## config.mk

```make
export PLATFORM = sky130hd
export DESIGN_NAME = add_mode_sequencer
export DESIGN_NICKNAME = d
export VERILOG_FILES = /design/src/rtl/seq_pkg.sv /design/src/rtl/step_decoder.sv /design/src/rtl/mem_wait_tracker.sv /design/src/rtl/step_counter.sv /design/src/rtl/add_mode_sequencer.sv
export SDC_FILE = /design/constraint.sdc
export NUM_CORES = 1
export LEC_CHECK = 0
export ABC_AREA = 0
export BUFFER_PORTS_ARGS = -buffer_cell sky130_fd_sc_hd__buf_4
export CORE_AREA = 3 3 40 42
export CTS_CLUSTER_SIZE = 14
export DETAILED_ROUTE_END_ITERATION = 7
export DIE_AREA = 0 0 43 45
export MAX_ROUTING_LAYER = met4
export PLACE_DENSITY = 0.73
export SYNTH_ARGS = -nofsm -noshare
export SYNTH_HDL_FRONTEND = slang
export SYNTH_SLANG_ARGS = --single-unit
export TNS_END_PERCENT = 10
```

## constraint.sdc

```tcl
create_clock -name clk_i -period 4.25 [get_ports clk_i]
set_input_delay 0.85 -clock clk_i [delete_from_list [all_inputs] [get_ports clk_i]]
set_output_delay 0.85 -clock clk_i [all_outputs]
set_load 0.02 [all_outputs]
```

## src/rtl/seq_pkg.sv

```systemverilog
package seq_pkg;
  localparam int STEP_W   = 4;
  localparam int CTRL_W   = 16;
  localparam logic [STEP_W-1:0] FIRST_STEP = 4'd1;
  localparam logic [STEP_W-1:0] JOIN_STEP  = 4'd10;
  localparam logic [STEP_W-1:0] LAST_STEP  = 4'd12;

  localparam int B_PC_OUT  = 0;
  localparam int B_PC_IN   = 1;
  localparam int B_MAR_IN  = 2;
  localparam int B_MDR_OUT = 3;
  localparam int B_IR_IN   = 4;
  localparam int B_Y_IN    = 5;
  localparam int B_Z_IN    = 6;
  localparam int B_Z_OUT   = 7;
  localparam int B_R1_OUT  = 8;
  localparam int B_R1_IN   = 9;
  localparam int B_READ    = 10;
  localparam int B_SEL4    = 11;
  localparam int B_SELY    = 12;
  localparam int B_ADD     = 13;
  localparam int B_WAIT    = 14;
  localparam int B_DONE    = 15;

  typedef enum logic [1:0] {
    MODE_IMM  = 2'b00,
    MODE_ABS  = 2'b01,
    MODE_IND  = 2'b10,
    MODE_IND2 = 2'b11
  } mode_e;

  typedef logic [CTRL_W-1:0] ctrl_t;
endpackage

```

## src/rtl/step_decoder.sv

```systemverilog
module step_decoder
  import seq_pkg::*;
(
  input  logic [STEP_W-1:0] step_i,
  input  logic [1:0]        mode_i,
  output ctrl_t             ctrl_o,
  output logic              br_o
);
  ctrl_t fetch_bits;

  always_comb begin
    fetch_bits = '0;
    fetch_bits[B_PC_OUT] = 1'b1;
    fetch_bits[B_MAR_IN] = 1'b1;
    fetch_bits[B_READ]   = 1'b1;
    fetch_bits[B_SEL4]   = 1'b1;
    fetch_bits[B_ADD]    = 1'b1;
    fetch_bits[B_Z_IN]   = 1'b1;
  end

  always_comb begin
    ctrl_o = '0;
    br_o   = 1'b0;
    unique case (step_i)
      4'd1, 4'd4: ctrl_o = fetch_bits;
      4'd2: begin
        ctrl_o[B_Z_OUT] = 1'b1;
        ctrl_o[B_PC_IN] = 1'b1;
        ctrl_o[B_Y_IN]  = 1'b1;
        ctrl_o[B_WAIT]  = 1'b1;
      end
      4'd3: begin
        ctrl_o[B_MDR_OUT] = 1'b1;
        ctrl_o[B_IR_IN]   = 1'b1;
      end
      4'd5: begin
        ctrl_o[B_Z_OUT] = 1'b1;
        ctrl_o[B_PC_IN] = 1'b1;
        br_o = (mode_i == MODE_IMM);
      end
      4'd6, 4'd8: ctrl_o[B_WAIT] = 1'b1;
      4'd7, 4'd9: begin
        ctrl_o[B_MDR_OUT] = 1'b1;
        ctrl_o[B_MAR_IN]  = 1'b1;
        ctrl_o[B_READ]    = 1'b1;
        br_o = (step_i == 4'd7) && (mode_i == MODE_ABS);
      end
      4'd10: begin
        ctrl_o[B_R1_OUT] = 1'b1;
        ctrl_o[B_Y_IN]   = 1'b1;
        ctrl_o[B_WAIT]   = 1'b1;
      end
      4'd11: begin
        ctrl_o[B_MDR_OUT] = 1'b1;
        ctrl_o[B_SELY]    = 1'b1;
        ctrl_o[B_ADD]     = 1'b1;
        ctrl_o[B_Z_IN]    = 1'b1;
      end
      4'd12: begin
        ctrl_o[B_Z_OUT] = 1'b1;
        ctrl_o[B_R1_IN] = 1'b1;
        ctrl_o[B_DONE]  = 1'b1;
      end
      default: ctrl_o = '0;
    endcase
  end
endmodule

```

## src/rtl/mem_wait_tracker.sv

```systemverilog
module mem_wait_tracker (
  input  logic clk_i,
  input  logic rst_ni,
  input  logic read_i,
  input  logic wait_i,
  input  logic mfc_i,
  output logic run_o,
  output logic pending_o
);
  logic pending_d;

  always_comb begin
    pending_d = pending_o;
    if (mfc_i)  pending_d = 1'b0;
    if (read_i) pending_d = 1'b1;
  end

  always_ff @(posedge clk_i or negedge rst_ni) begin
    if (!rst_ni) pending_o <= 1'b0;
    else         pending_o <= pending_d;
  end

  assign run_o = !(wait_i && pending_o && !mfc_i);

  // a completed reply clears the outstanding flag
  p_reply_clears_r10: assert property (@(posedge clk_i) disable iff (!rst_ni)
    (mfc_i && !read_i) |=> !pending_o);
  // with nothing outstanding a wait never holds the counter
  p_no_idle_stall_r8: assert property (@(posedge clk_i) disable iff (!rst_ni)
    (!pending_o) |-> run_o);
endmodule

```

## src/rtl/step_counter.sv

```systemverilog
module step_counter
  import seq_pkg::*;
(
  input  logic              clk_i,
  input  logic              rst_ni,
  input  logic              run_i,
  input  logic              done_i,
  input  logic              br_i,
  output logic [STEP_W-1:0] step_o
);
  logic [STEP_W-1:0] step_d;
  logic              step_en;

  assign step_en = run_i;

  always_comb begin
    if (done_i)    step_d = FIRST_STEP;
    else if (br_i) step_d = JOIN_STEP;
    else           step_d = step_o + 1'b1;
  end

  always_ff @(posedge clk_i or negedge rst_ni) begin
    if (!rst_ni)      step_o <= FIRST_STEP;
    else if (step_en) step_o <= step_d;
  end

  // the step stays within the sequence
  p_step_legal_r7: assert property (@(posedge clk_i) disable iff (!rst_ni)
    (step_o >= FIRST_STEP) && (step_o <= LAST_STEP));
  // no change without run
  p_hold_on_stall_r7: assert property (@(posedge clk_i) disable iff (!rst_ni)
    (!run_i) |=> $stable(step_o));
endmodule

```

## src/rtl/add_mode_sequencer.sv

```systemverilog
module add_mode_sequencer
  import seq_pkg::*;
(
  input  logic              clk_i,
  input  logic              rst_ni,
  input  logic [1:0]        mode_i,
  input  logic              mfc_i,
  output logic [CTRL_W-1:0] ctrl_o,
  output logic [STEP_W-1:0] step_o
);
  ctrl_t ctrl;
  logic  br, run, pending;

  step_decoder u_dec (
    .step_i (step_o),
    .mode_i (mode_i),
    .ctrl_o (ctrl),
    .br_o   (br)
  );

  mem_wait_tracker u_wait (
    .clk_i     (clk_i),
    .rst_ni    (rst_ni),
    .read_i    (ctrl[B_READ]),
    .wait_i    (ctrl[B_WAIT]),
    .mfc_i     (mfc_i),
    .run_o     (run),
    .pending_o (pending)
  );

  step_counter u_cnt (
    .clk_i  (clk_i),
    .rst_ni (rst_ni),
    .run_i  (run),
    .done_i (ctrl[B_DONE]),
    .br_i   (br),
    .step_o (step_o)
  );

  assign ctrl_o = ctrl;

  // immediate mode jumps from step 5 to the common tail
  p_imm_branch_r3: assert property (@(posedge clk_i) disable iff (!rst_ni)
    (step_o == 4'd5 && mode_i == MODE_IMM) |=> (step_o == JOIN_STEP));
  // absolute mode jumps from step 7 to the common tail
  p_abs_branch_r4: assert property (@(posedge clk_i) disable iff (!rst_ni)
    (step_o == 4'd7 && mode_i == MODE_ABS) |=> (step_o == JOIN_STEP));
  // done returns the counter to the first step
  p_end_wrap_r9: assert property (@(posedge clk_i) disable iff (!rst_ni)
    ctrl_o[B_DONE] |=> (step_o == FIRST_STEP));
  // a wait with the reply present advances
  p_reply_releases_r8: assert property (@(posedge clk_i) disable iff (!rst_ni)
    (ctrl_o[B_WAIT] && mfc_i) |=> (step_o != $past(step_o)));
endmodule

```

==> tab_implementation.tex <==
\begin{tabular}{lr}
\hline
Metric & Value \\
\hline
\multicolumn{2}{l}{\textbf{Outcome}} \\
Run status & completed \\
\multicolumn{2}{l}{\textbf{STA}} \\
Least-Margin Pin Slew & about 560 ps \\
Time the worst path needs with I/O delays and setup & roughly 2800 ps \\
Clock Skews & around 2.4 ps \\
Post-Route Setup TNS & 0 ps \\
Setup repair after global routing missed its margin & no \\
Max-Slew Margin vs Limit & 0.6286 \\
Number of endpoints with negative hold slack in the final report & 0 \\
Upper clock frequency limit & roughly 0.36 GHz \\
Final Setup Violations & 0 \\
Post-route fraction of the period consumed by the critical path & 0.6534 \\
Count of final max-slew check failures & 0 \\
\multicolumn{2}{l}{\textbf{Detailed routing}} \\
Remaining design rule violation count & 0 \\
Via density per instance & about 5.4 \\
Wire per inst & 12.72 um \\
Vias after detailed routing & slightly above 500 \\
Number of nets with antenna violations after routing & 0 \\
First-pass iteration count of the detailed router & 4 \\
Initial detailed-routing violation count & 15 \\
Total length of routed wires & 1.221 mm \\
\multicolumn{2}{l}{\textbf{Final layout}} \\
Layout cell share with drive strength beyond 1 & 0.4815 \\
Final instance count without filler cells & between 90 and 100 \\
Sequential cell area in the final layout & 126.4 um2 \\
Post-route cell area & 715.7 um2 \\
Area of the multi-input gates & 341.6 um2 \\
Filler cell count in the final layout & between 100 and 150 \\
Ant. Diodes & 0 \\
Fin nets & 92 \\
End-of-flow core utilization & 0.5570 \\
Commonest non-fill, non-tap cell in the layout & sky130\_fd\_sc\_hd\_\_buf\_4 \\
Leading cell types in the layout, fill and taps excluded & sky130\_fd\_sc\_hd\_\_buf\_4, sky130\_fd\_sc\_hd\_\_a21oi\_1, sky130\_fd\_sc\_hd\_\_ha\_1 \\
Synthesis-to-layout area growth & 27.39\% \\
\multicolumn{2}{l}{\textbf{Worst setup path}} \\
Critical path peak fanout & 8 \\
Worst EP arrival & approximately 1900 ps \\
Critical Path Start Type & register \\
Critical Path Sink Type & output port \\
Worst Setup Path Type & reg -> out \\
Required time of the critical path & roughly 3400 ps \\
\multicolumn{2}{l}{\textbf{Global route}} \\
First-pass GRT wire length & 1.904 mm \\
Number of global-route vias before repair & 452 \\
Global route total overflow & 0 \\
Total track usage & 0.1393 \\
Largest net degree at the start of global routing & 20 \\
Antenna violations before repair & 0 \\
\multicolumn{2}{l}{\textbf{Die}} \\
Initial Util & 0.4372 \\
Core Area & roughly 0.0013 mm2 \\
Number of top-level pins & 25 \\
Standard-cell row count & 13 \\
Die Span X & between 40 and 50 um \\
Chip height & 45 um \\
Die Outline Area & $\sim$0.0019 mm2 \\
\multicolumn{2}{l}{\textbf{Clocking}} \\
Post-CTS setup buffer count & 0 \\
Clock network latency to the later pin of the worst-skew pair & 250 ps \\
Clock Sinks & 5 \\
Clock transition at path regs & 40 ps \\
Clock tree from TritonCTS & built \\
Root Buffer Master & sky130\_fd\_sc\_hd\_\_clkbuf\_4 \\
Count of hold buffers inserted by post-cts repair & 0 \\
Post-cts gate resize count & 0 \\
Depth of the CTS H-tree & 1 \\
Maximum clock path buffer count & 2 \\
TritonCTS Buffers & 3 \\
\multicolumn{2}{l}{\textbf{Yosys}} \\
Sequential cell area fraction in the yosys report & 0.2249 \\
Adder and majority cell fraction of the synthesized area & 0.1114 \\
Share of the synthesized area in compound gates (AO/OA/AOI/OAI) & 0.2584 \\
Dominant combinational cell family by area after synthesis & compound AO/OA/AOI/OAI gates \\
Most used flip-flop cell after synthesis & sky130\_fd\_sc\_hd\_\_dfrtp\_1 \\
Asr flop ratio synth & 1.000 \\
Number of unique standard cell types used by synthesis & 34 \\
Post-synthesis cell area & approximately 560 um2 \\
Number of nets in the synthesized netlist & $\sim$70 \\
Number of flops mapped to enable cells by yosys & 0 \\
Number of instances in the synthesized netlist & 62 \\
Number of flip-flops and latches in the synthesized netlist & 5 \\
Simple-gate share of the synthesized area & 0.2004 \\
Xor and xnor fraction of the mapped netlist area & 0 \\
Proportion of synthesized area in mux cells & 0.03786 \\
Synth warnings & 0 \\
Mean instance size in the synthesized netlist & 9.061 um2 \\
\multicolumn{2}{l}{\textbf{Place}} \\
Post-Place Cells & between 90 and 100 \\
Cell area after placement & approximately 700 um2 \\
Post-detail-place hpwl & $\sim$920 um \\
IO buf count & 24 \\
Weighted congestion at the end of routability-driven global placement & slightly below 0.9 \\
\multicolumn{2}{l}{\textbf{Job}} \\
Number of maximum-capacitance violations & 0 \\
\multicolumn{2}{l}{\textbf{Worst hold path}} \\
Path type of the worst min-delay path & in -> async \\
\hline
\end{tabular}
[path summary, 6_finish.rpt]
check / from / depth (start not counted) / to / slack, ps
setup reg to reg: u_cnt.step_o[0] / 5 / u_cnt.step_o[3] / 2580
setup / recovery: u_cnt.step_o[0] / 6 / ctrl_o[13] / 1470
min in group clk_i: u_cnt.step_o[0] / 2 / u_cnt.step_o[0] / 600
hold reg to reg: u_cnt.step_o[0] / 2 / u_cnt.step_o[0] / 600
max in group asynchronous: rst_ni / 1 / u_cnt.step_o[0] / 3660
hold / removal: rst_ni / 1 / u_cnt.step_o[3] / 390
[Yosys cell counts (2+ instances only)]
cell	instances	area share
sky130_fd_sc_hd__nand3_1	2	0.018
sky130_fd_sc_hd__or2_2	2	0.022
sky130_fd_sc_hd__o21ai_0	3	0.027
sky130_fd_sc_hd__nor2_1	4	0.027
sky130_fd_sc_hd__inv_1	3	0.020
sky130_fd_sc_hd__dfrtp_1	4	0.18
sky130_fd_sc_hd__ha_1	5	0.11
sky130_fd_sc_hd__o211ai_1	2	0.027
sky130_fd_sc_hd__a21oi_1	6	0.053
sky130_fd_sc_hd__buf_4	7	0.094
[critical path, stage by stage, from the launching register on]
cell and delay [ps]:
sky130_fd_sc_hd__dfstp_2 600, sky130_fd_sc_hd__inv_1 100, sky130_fd_sc_hd__ha_1 270, sky130_fd_sc_hd__mux2i_1 150, sky130_fd_sc_hd__nor2_1 80, sky130_fd_sc_hd__or2_2 320
sky130_fd_sc_hd__buf_4 160
[cell families (layout without fill, tap and decap cells)]
logic type,after synthesis,after routing
buf+inv,13,32
flops,5,5
simple gates,17,17
mux,2,2
compound gates,20,20
fa+ha+maj,5,5
[flip-flops by register name (all words and copies together) (netlist names)]
| signal | count |
|---|---|
| u_cnt.step_o | 4 |
| u_wait.pending_o | 1 |
[through the flow]
| step | hold WS [ps] | worst slack, ps |
|---|---|---|
| 5_1_grt | 385.2 | 1324 |
| 6_report | 393.9 | 1473 |
| 2_1_floorplan | 554.4 | 1659 |
| 3_3_place_gp | 573.4 | 1765 |
| 4_1_cts | 392.9 | 1473 |
| 3_5_place_dp | 580.7 | 1737 |
[layer usage]
layer  up-vias  track usage  routed length (um)
met3         5      0.06375                 149
met2        31       0.1886                 558
met5         -            -                   0
met4         0      0.09639                  27
met1       223       0.1626                 485
li1        257            -                   -
[cell type report]
class / count / area share
Inverter: 4 / 0.03147
Timing Repair Buffer: 24 / 0.2517
Clock buffer: 4 / 0.03671
Tap cell: 15 / 0.02622
Sequential cell: 5 / 0.1766
Multi-Input combinational cell: 44 / 0.4773
Power is not shown: default switching activity piles up to over one toggle a cycle in this logic, so the estimate is an artifact.
